<file path="src/rtl/slot_seq_pkg.sv">
package slot_seq_pkg;

  typedef enum logic [1:0] {
    ST_OFF    = 2'd0,
    ST_PWR_UP = 2'd1,
    ST_ON     = 2'd2,
    ST_PWR_DN = 2'd3
  } seq_state_e;

  typedef enum logic {
    MODE_PWR_EN   = 1'b0,
    MODE_PWR_GOOD = 1'b1
  } rst_mode_e;

endpackage

</file>
<file path="src/rtl/seq_sync.sv">
module seq_sync #(
  parameter int STAGES = 2
) (
  input  logic clk,
  input  logic rst,
  input  logic d_in,
  output logic d_out
);

  generate
    if (STAGES == 0) begin : g_bypass
      assign d_out = d_in;
    end else begin : g_chain
      logic [STAGES-1:0] chain;
      always_ff @(posedge clk) begin
        if (rst) begin
          chain <= '0;
        end else begin
          chain[0] <= d_in;
          for (int i = 1; i < STAGES; i++) begin
            chain[i] <= chain[i-1];
          end
        end
      end
      assign d_out = chain[STAGES-1];
    end
  endgenerate

endmodule

</file>
<file path="src/rtl/seq_tick_timer.sv">
module seq_tick_timer #(
  parameter int   TICK_CLKS  = 125,
  parameter int   CNT_W      = 8,
  parameter logic RESET_BUSY = 1'b0,
  parameter int   RESET_LOAD = 0
) (
  input  logic             clk,
  input  logic             rst,
  input  logic             start,
  input  logic [CNT_W-1:0] load,
  output logic             busy
);

  localparam int PRE_W = (TICK_CLKS > 1) ? $clog2(TICK_CLKS) : 1;
  localparam logic [PRE_W-1:0] PRE_LAST = PRE_W'(TICK_CLKS - 1);

  logic [PRE_W-1:0] pre;
  logic [CNT_W-1:0] cnt;

  always_ff @(posedge clk) begin
    if (rst) begin
      busy <= RESET_BUSY;
      cnt  <= CNT_W'(RESET_LOAD);
      pre  <= '0;
    end else if (start) begin
      pre  <= '0;
      cnt  <= load;
      busy <= (load != '0);
    end else if (busy) begin
      if (pre == PRE_LAST) begin
        pre <= '0;
        cnt <= cnt - CNT_W'(1);
        if (cnt == CNT_W'(1)) begin
          busy <= 1'b0;
        end
      end else begin
        pre <= pre + PRE_W'(1);
      end
    end
  end

  AST_TMR_LIVE_COUNT: assert property (@(posedge clk) disable iff (rst)
    busy |-> (cnt != '0));

  AST_TMR_ARMS_LOAD: assert property (@(posedge clk) disable iff (rst)
    (start && load != '0) |=> (busy && cnt == $past(load)));

endmodule

</file>
<file path="src/rtl/seq_ctrl.sv">
module seq_ctrl
  import slot_seq_pkg::*;
(
  input  logic clk,
  input  logic rst,
  input  logic mode,
  input  logic pwr_off_req,
  input  logic pgood,
  input  logic gap_done,
  input  logic min_done,
  output logic gap_start,
  output logic gap_sel_off,
  output logic min_start,
  output logic pwr_en,
  output logic rst_asrt
);

  seq_state_e st, st_n;
  logic       pwr_n, asrt_n;
  rst_mode_e  mode_e;

  assign mode_e = rst_mode_e'(mode);

  always_comb begin
    st_n        = st;
    pwr_n       = pwr_en;
    asrt_n      = rst_asrt;
    gap_start   = 1'b0;
    gap_sel_off = 1'b0;
    min_start   = 1'b0;
    if (mode_e == MODE_PWR_GOOD) begin
      st_n  = ST_OFF;
      pwr_n = !pwr_off_req;
      if (!rst_asrt && !pgood) begin
        asrt_n    = 1'b1;
        min_start = 1'b1;
      end else if (rst_asrt && pgood && min_done) begin
        asrt_n = 1'b0;
      end
    end else begin
      unique case (st)
        ST_OFF: begin
          if (!rst_asrt) begin
            asrt_n    = 1'b1;
            min_start = 1'b1;
          end else if (pwr_en) begin
            pwr_n = 1'b0;
          end else if (!pwr_off_req && min_done) begin
            st_n      = ST_PWR_UP;
            pwr_n     = 1'b1;
            gap_start = 1'b1;
          end
        end
        ST_PWR_UP: begin
          if (pwr_off_req) begin
            st_n        = ST_PWR_DN;
            gap_start   = 1'b1;
            gap_sel_off = 1'b1;
          end else if (gap_done && min_done) begin
            st_n   = ST_ON;
            asrt_n = 1'b0;
          end
        end
        ST_ON: begin
          if (pwr_off_req) begin
            st_n        = ST_PWR_DN;
            asrt_n      = 1'b1;
            min_start   = 1'b1;
            gap_start   = 1'b1;
            gap_sel_off = 1'b1;
          end
        end
        ST_PWR_DN: begin
          if (gap_done) begin
            st_n  = ST_OFF;
            pwr_n = 1'b0;
          end
        end
        default: st_n = ST_OFF;
      endcase
    end
  end

  always_ff @(posedge clk) begin
    if (rst) begin
      st       <= ST_OFF;
      pwr_en   <= 1'b0;
      rst_asrt <= 1'b1;
    end else begin
      st       <= st_n;
      pwr_en   <= pwr_n;
      rst_asrt <= asrt_n;
    end
  end

  AST_PWR_ON_ORDER: assert property (@(posedge clk) disable iff (rst)
    ($rose(pwr_en) && mode == MODE_PWR_EN) |-> (rst_asrt && $past(rst_asrt)));

  AST_RST_NEG_AFTER_GAP: assert property (@(posedge clk) disable iff (rst)
    ($fell(rst_asrt) && mode == MODE_PWR_EN && $past(mode) == MODE_PWR_EN)
      |-> ($past(gap_done) && pwr_en));

  AST_PWR_OFF_ORDER: assert property (@(posedge clk) disable iff (rst)
    ($fell(pwr_en) && mode == MODE_PWR_EN) |-> $past(rst_asrt));

  AST_OFF_HOLDS_RST: assert property (@(posedge clk) disable iff (rst)
    (mode == MODE_PWR_EN && $past(mode) == MODE_PWR_EN && !pwr_en) |-> rst_asrt);

  AST_MIN_WIDTH: assert property (@(posedge clk) disable iff (rst)
    $fell(rst_asrt) |-> $past(min_done));

  AST_PG_FOLLOW: assert property (@(posedge clk) disable iff (rst)
    (mode == MODE_PWR_GOOD && $past(mode) == MODE_PWR_GOOD && !$past(rst_asrt) && !$past(pgood))
      |-> rst_asrt);

endmodule

</file>
<file path="src/rtl/slot_pwr_rst_seq.sv">
module slot_pwr_rst_seq #(
  parameter int CLK_HZ     = 125_000_000,
  parameter int TICK_HZ    = 1_000_000,
  parameter int MIN_RST_US = 200,
  parameter int DLY_W      = 8,
  parameter int PGOOD_SYNC = 2
) (
  input  logic             clk,
  input  logic             rst,
  input  logic             cfg_rst_out_en,
  input  logic             rst_mode,
  input  logic             pwr_off_req,
  input  logic [DLY_W-1:0] dly_pwr2rst,
  input  logic [DLY_W-1:0] dly_rst2pwr,
  input  logic             pgood_in,
  output logic             slot_pwr_en,
  output logic             slot_rst_n,
  output logic             slot_rst_oe
);

  localparam int TICK_CLKS = CLK_HZ / TICK_HZ;
  localparam int MIN_TICKS =
    int'((longint'(MIN_RST_US) * longint'(TICK_HZ) + 64'd999_999) / 64'd1_000_000);
  localparam int MIN_W = $clog2(MIN_TICKS + 1);

  logic             pgood_s;
  logic             gap_start, gap_sel_off, gap_busy;
  logic             min_start, min_busy;
  logic             pwr_en_q, rst_asrt_q;
  logic [DLY_W-1:0] gap_load;

  seq_sync #(.STAGES(PGOOD_SYNC)) u_pgood_sync (
    .clk   (clk),
    .rst   (rst),
    .d_in  (pgood_in),
    .d_out (pgood_s)
  );

  assign gap_load = gap_sel_off ? dly_rst2pwr : dly_pwr2rst;

  seq_tick_timer #(
    .TICK_CLKS  (TICK_CLKS),
    .CNT_W      (DLY_W),
    .RESET_BUSY (1'b0),
    .RESET_LOAD (0)
  ) u_gap_tmr (
    .clk   (clk),
    .rst   (rst),
    .start (gap_start),
    .load  (gap_load),
    .busy  (gap_busy)
  );

  seq_tick_timer #(
    .TICK_CLKS  (TICK_CLKS),
    .CNT_W      (MIN_W),
    .RESET_BUSY (1'b1),
    .RESET_LOAD (MIN_TICKS)
  ) u_min_tmr (
    .clk   (clk),
    .rst   (rst),
    .start (min_start),
    .load  (MIN_W'(MIN_TICKS)),
    .busy  (min_busy)
  );

  seq_ctrl u_ctrl (
    .clk         (clk),
    .rst         (rst),
    .mode        (rst_mode),
    .pwr_off_req (pwr_off_req),
    .pgood       (pgood_s),
    .gap_done    (!gap_busy),
    .min_done    (!min_busy),
    .gap_start   (gap_start),
    .gap_sel_off (gap_sel_off),
    .min_start   (min_start),
    .pwr_en      (pwr_en_q),
    .rst_asrt    (rst_asrt_q)
  );

  always_ff @(posedge clk) begin
    if (rst) begin
      slot_rst_oe <= 1'b0;
    end else begin
      slot_rst_oe <= cfg_rst_out_en;
    end
  end

  assign slot_pwr_en = pwr_en_q;
  assign slot_rst_n  = !rst_asrt_q;

  AST_OE_FOLLOWS_CFG: assert property (@(posedge clk) disable iff (rst)
    !$past(rst) |-> (slot_rst_oe == $past(cfg_rst_out_en)));

  AST_RESET_OUTPUTS: assert property (@(posedge clk)
    $past(rst) |-> (!slot_pwr_en && !slot_rst_n && !slot_rst_oe));

endmodule

</file>
<file path="config.mk">
export PLATFORM = sky130hd
export DESIGN_NAME = slot_pwr_rst_seq
export DESIGN_NICKNAME = d
export VERILOG_FILES = /design/src/rtl/slot_seq_pkg.sv /design/src/rtl/seq_sync.sv /design/src/rtl/seq_tick_timer.sv /design/src/rtl/seq_ctrl.sv /design/src/rtl/slot_pwr_rst_seq.sv
export SDC_FILE = /design/constraint.sdc
export NUM_CORES = 1
export LEC_CHECK = 0
export ABC_AREA = 1
export BUFFER_PORTS_ARGS = -buffer_cell sky130_fd_sc_hd__buf_2
export CORE_ASPECT_RATIO = 0.6
export CORE_MARGIN = 5
export CORE_UTILIZATION = 50
export CTS_CLUSTER_SIZE = 30
export DETAILED_ROUTE_END_ITERATION = 10
export HOLD_SLACK_MARGIN = 0.02
export PLACE_DENSITY = 0.69
export SETUP_SLACK_MARGIN = 0.5
export SLEW_MARGIN = 20
export SYNTH_ARGS = -nofsm -noshare
export SYNTH_HDL_FRONTEND = slang
export SYNTH_SLANG_ARGS = --single-unit
export TNS_END_PERCENT = 10
</file>
<file path="constraint.sdc">
create_clock -name clk -period 2.3 [get_ports clk]
set_clock_uncertainty 0.2 [all_clocks]
set_input_delay 0.23 -clock clk [delete_from_list [all_inputs] [get_ports clk]]
set_output_delay 0.23 -clock clk [all_outputs]
set_load 0.05 [all_outputs]
</file>
# Yosys cells after proc, flatten, opt, wreduce, memory -nomap -nowiden
# Index checks and enable logic that the tools add are counted.
[word_totals]
regBits = 39
in_bits = 22
out_inout_bits = 3
elab_cells = 103
[classes]
n_addsub = 4
eq_ne = 19
n_mux = 44
reduce_logical = 25
[op_table]
columns = ["cell", "n"]
rows = [
  ["$mux W8", 4],
  ["$mux W1", 26],
  ["$eq A8 B1 Y1 const B", 2],
  ["$sub A8 B1 Y8 const B", 2],
  ["$add A7 B1 Y7 const B", 2],
  ["$eq A7 B7 Y1 const B", 2],
  ["$mux W2", 7],
  ["$mux W7", 2],
  ["$ne A3 B2 Y1 const B", 3],
  ["$ne A3 B3 Y1 const B", 3],
  ["$pmux W2 S4", 1],
  ["$reduce_bool A8 Y1", 1],
  ["$reduce_or A2 Y1", 4],
  ["$ne A2 B2 Y1 const B", 3],
  ["$pmux W1 S2", 3],
  ["$reduce_and A6 Y1", 1],
  ["$logic_and A1 B1 Y1", 5],
  ["$logic_not A1 Y1", 5],
  ["$reduce_and A5 Y1", 1],
  ["$eq A2 B2 Y1 const B", 2],
  ["$ne A2 B1 Y1 const B", 2],
  ["$reduce_and A2 Y1", 2],
  ["$reduce_bool A2 Y1", 2],
  ["$reduce_bool A4 Y1", 1],
  ["other kinds (6)", 6],
]

# Logic depth before layout (Yosys ltp)
[logic_depth]
word_depth = 9
ltp_mapped = 12
ltp_nobuf = 12

# Hierarchy
# Synthesis repeated with hierarchy kept, for this count alone.
[hier_totals]
hier_cells = 412
area_unflattened_um2 = 2637.5
[by_module_without_submodules]
columns = ["module", "n_inst", "cells_each", "area_per_inst_um2", "seq_area_each_um2"]
rows = [
  ["seq_tick_timer at u_gap_tmr", 1, 150, 993.5, 320.3],
  ["seq_tick_timer at u_min_tmr", 1, 143, 962.2, 320.3],
  ["seq_ctrl", 1, 79, 475.5, 80.1],
  ["slot_pwr_rst_seq", 1, 34, 151.4, 20.0],
  ["seq_sync", 1, 6, 55.1, 40.0],
]

# Worst setup path after synthesis
# No wires, ideal clock.
[synth_timing]
kind = "register to register"
startpoint = "register u_ctrl.st[0]"
endpoint = "register u_gap_tmr.busy"
setup_ps = 109
arrival_ps = 1509
t_required_ps = 1991
path_slack_ps = 482
path_stages_with_launch = 11
path_buffers = 1
synth_period_minus_slack_ps = 1818
path_cell_list = "dfxtp_1 inv_1 ha_1 nand3_4 buf_6 o21ai_1 nand2_1 nor2_1 nand3_1 nand2_1 inv_1"
[synth_between]
elab_chain_cells = 7
word_cells_on_any_way = 11
cone_classes = "2 x eq/ne; 6 x mux; 3 x reduce/logical"
[synth_rtl]
columns = ["item", "line_no", "rtl"]
rows = [
  ["start: declaration", "seq_ctrl.sv:18", "seq_state_e st, st_n;"],
  ["start signal: assignment", "seq_ctrl.sv:90", "st <= st_n;"],
  ["$eq A2 B1 Y1 / $eq A2 B2 Y1 (equally long branches)", "seq_ctrl.sv:41", "unique case (st)"],
  ["$reduce_or A2 Y1 (no source line)", "--", ""],
  ["$mux W1", "--", ""],
  ["$mux W1", "seq_ctrl.sv:31", "if (mode_e == MODE_PWR_GOOD) begin"],
  ["$mux W8", "slot_pwr_rst_seq.sv:39", "assign gap_load = gap_sel_off ? dly_rst2pwr : dly_pwr2rst;"],
  ["$reduce_bool A8 Y1", "seq_tick_timer.sv:28", "busy <= (load != '0);"],
  ["$mux W1 (*)", "seq_tick_timer.sv:25", "end else if (start) begin"],
  ["end signal: assignment", "seq_tick_timer.sv:28", ""],
  ["end: declaration", "seq_tick_timer.sv:11", "output logic busy"],
]
# Mark *: on every way between the ends. The rest lies on a longest branch, timed or not.
# A chain may end at the register's enable or synchronous reset.

# Worst setup path in the final report
# Ends and elaborated chain as after synthesis.

==> metrics.txt <==
core area=4980 um2; initial antenna violation count=0; worst-case clock buffer depth=2; crit end category=flop; status=finished, final reports clean; Critical Path Fanout Max=8; Worst R2R Path Depth=8; critical path class=flop to flop; Fin. Hold Viols=0; routability cong.=0.891; Top FF cell, synth=dfxtp_1; Max Fclk=~580 MHz; post-synthesis simple-gate area fraction=a little over a third; vias in the first global route=between 2000 and 2500; Final Setup Violations=0; Max Slew Vio Count=0; XOR/XNOR Fraction of Synth Area=between 5 and 6%; compound-cell area share of the yosys netlist=10.1%; first-pass GRT wire length=around 9.4 mm; max-cap viol count=0; M2 GR Usage=a little under a quarter; DRC Markers=0; DRT iter0 DRCs=around 190; CTS Buf Count=5; Syn. warnings=0; fin cells=between 400 and 500; DR vias=about 2300; Wirelength per Cell=approximately 12 um; CTS tree=yes; mean post-synth cell area=approximately 7 um2; commonest non-fill, non-tap cell in the layout=nand2_1; diodes inserted=0; Pleak=roughly 1.4 nW; actual slew at the worst max-slew pin=between 0.4 and 0.5 ns; Post-Syn Nets=~400; H-tree levels=2; largest net degree at the start of global routing=17; Clock Latency Late Sink=around 0.30 ns; most used routing layer in global routing=met1; Area Growth Syn to Fin=14.8%; final critical-path share of the clock period=around three quarters; CP cell instances=inv_2 > ha_4 > nand3_4 > o21ai_1 > nor2_2 > nand3_1 > nand2_1 > inv_1; Hold Path Depth=2; Yosys reg bits=39; Fillers=roughly 460; Final WS setup=0.589 ns; min-delay worst type=primary input to flop; Die ar.=roughly 6600 um2; Die Y=65.0 um; TritonRoute pass-1 iters=4; fin nets=428; Syn Std Cell Area=~2500 um2; Cells after Synth=between 300 and 400; slowest cell delay on critical path=roughly 0.38 ns; post-synth cell types=38; Vias per Instance=approximately 4.9; Worst-path clk slew=0.08 ns; Routed Antenna Nets=0; Root Buffer=clkbuf_8; Startpoint Class=flop; post-synthesis mux area share=0%; grt met3 use=around 3.8%; share of post-route cells with drive strength above 1=approximately a fifth; post-place setup slack=about 0.31 ns; Tmin final=~1.7 ns; Sink Count=39; max_slew headroom=a little over two thirds; reg2reg start=u_ctrl.st[0]$_SDFFE_PP0P_; Post-synth EDFFs=0; ys async rst share=0%; Reg2Reg Setup Slack=between 0.5 and 0.6 ns; Starting Density=between 50 and 60%; largest family of logic cells by synthesized area=simple AND/OR/NAND/NOR gates; Final TNS setup=0 ns; worst flop-to-flop path endpoint=u_gap_tmr.busy$_SDFF_PP0_; Ports=25; M1 GR Usage=approximately 28%; Cell Pwr Density=433 nW/um2; CP Data Arrival Time=between 1.5 and 2 ns; drt total wl=around 5.5 mm; most frequent cells in the layout=nand2_1 (82), inv_1 (56), nor2_1 (39), dfxtp_1 (37), nand3_1 (27); Hold Startpoint=rst; Hold Path Sink=slot_rst_oe$_SDFF_PP0_; Total GRT Usage=between 15 and 20%; dpl cells=between 400 and 500; RSZ-0062 raised after global routing=true; Required @ worst endpoint=2.36 ns; FP Rows=20; chip width=approximately 100 um; VDD IR-drop max=roughly 0.25 mV; Slowest cell on crit path=dfxtp_4; proportion of synthesized chip area in sequential cells=31.0%; Synth Area in Adders=6.46%; Post-DP HPWL=between 4 and 5 mm; Overflow after GRT=0; PortBufs=24
per-layer routing:
| metal | vias up | wire, um |
|---|---|---|
| met3 | 10 | 299 |
| li1 | 1205 | - |
| met2 | 70 | 2060 |
| met4 | 0 | 99 |
| met5 | - | 0 |
| met1 | 965 | 3050 |
metrics by stage:
stage / hold WS (ns) / total power (W) / util (%) / instance area, um2
6_report: 0.0422 / 0.00125 / 58.0 / 2890
5_1_grt: 0.0377 / 0.00131 / 58.0 / 2890
4_1_cts: 0.0386 / 0.00127 / 55.8 / 2780
3_5_place_dp: 0.195 / 0.000792 / 53.5 / 2670
3_3_place_gp: 0.191 / 0.000791 / 53.5 / 2670
2_1_floorplan: 0.137 / 0.000762 / - / 2530
Yosys cell counts (3+ instances only):
library cell / count / area, um2
o211ai_1: 3 / 22.5
xor2_1: 10 / 87.6
o21ai_1: 4 / 20.0
nor3_1: 4 / 20.0
buf_6: 5 / 56.3
inv_2: 4 / 15.0
o21ai_0: 10 / 50.1
ha_1: 13 / 163
inv_1: 58 / 218
a21oi_1: 14 / 70.1
nand3_4: 3 / 52.6
o21ai_2: 3 / 26.3
xnor2_1: 5 / 43.8
dfxtp_1: 39 / 781
nand2_1: 84 / 315
nor3_2: 4 / 40.0
nor2_1: 40 / 150
nand3_1: 27 / 135
nand3_2: 3 / 30.0
nand4_1: 4 / 25.0
state kept, by name (all words and copies together) (netlist names):
name,cells
u_gap_tmr.cnt,8
u_min_tmr.cnt,8
u_gap_tmr.pre,7
u_min_tmr.pre,7
u_ctrl.st,2
u_pgood_sync.g_chain.chain,2
slot_rst_oe,1
u_ctrl.pwr_en,1
u_ctrl.rst_asrt,1
u_gap_tmr.busy,1
u_min_tmr.busy,1
where the power goes:
part / leakage [nW] / switching [W] / internal, W / total [W]
clock network: 0.0412 / 0.000257 / 0.000212 / 0.000469
registers: 0.317 / 0.00000504 / 0.000680 / 0.000685
logic: 1.00 / 0.0000622 / 0.0000354 / 0.0000976
area by class of cell:
cell class / count / area (um2) / share of cell area, %
tap: 66 / 82.6 / 2.86
sequential: 39 / 788 / 27.3
timing repair buffer: 32 / 185 / 6.41
clock buffer: 6 / 72.6 / 2.51
multi-input combinational: 252 / 1500 / 52.0
clock inverter: 2 / 12.5 / 0.433
inverter: 63 / 246 / 8.53
cell families (layout without fill, tap and decap cells):
kind of cell / count (synthesis) / after routing
simple gates: 181 / 183
buf+inv: 70 / 103
compound gates: 41 / 41
flops: 39 / 39
xor+xnor: 15 / 15
fa+ha+maj: 13 / 13
worst max path at each step:
stage	from	cells after the start	to
final	u_ctrl.st[0]$_SDFFE_PP0P_	8	u_gap_tmr.busy$_SDFF_PP0_
after detailed placement	u_ctrl.st[0]$_SDFFE_PP0P_	9	u_gap_tmr.busy$_SDFF_PP0_
after CTS	u_ctrl.st[0]$_SDFFE_PP0P_	9	u_gap_tmr.busy$_SDFF_PP0_
after global placement	u_ctrl.st[0]$_SDFFE_PP0P_	9	u_gap_tmr.busy$_SDFF_PP0_
after floorplan	u_ctrl.st[0]$_SDFFE_PP0P_	10	u_gap_tmr.busy$_SDFF_PP0_
after global routing	u_ctrl.st[0]$_SDFFE_PP0P_	8	u_gap_tmr.busy$_SDFF_PP0_
worst max-delay path: cells and delay by family, from the launching register on:
| kind | cells | cell delay (ns) |
|---|---|---|
| flip-flops | 1 | 0.38 |
| AND/OR/NAND/NOR | 4 | 0.34 |
| AO/OA/AOI/OAI | 1 | 0.34 |
| adder cells (fa/ha/maj) | 1 | 0.31 |
| buffers and inverters | 2 | 0.10 |
repair_timing:
action / 4_1_cts / 5_1_grt
setup buffers: 0 / 6
gates cloned: 0 / 2
endpoints found under the setup margin: 20 / 25
hold endpoints to repair: 2 / 0
pin swaps: 0 / 5
resized for setup: 5 / 14
hold buffers: 2 / 0
Power figures use the tool's default switching activity.
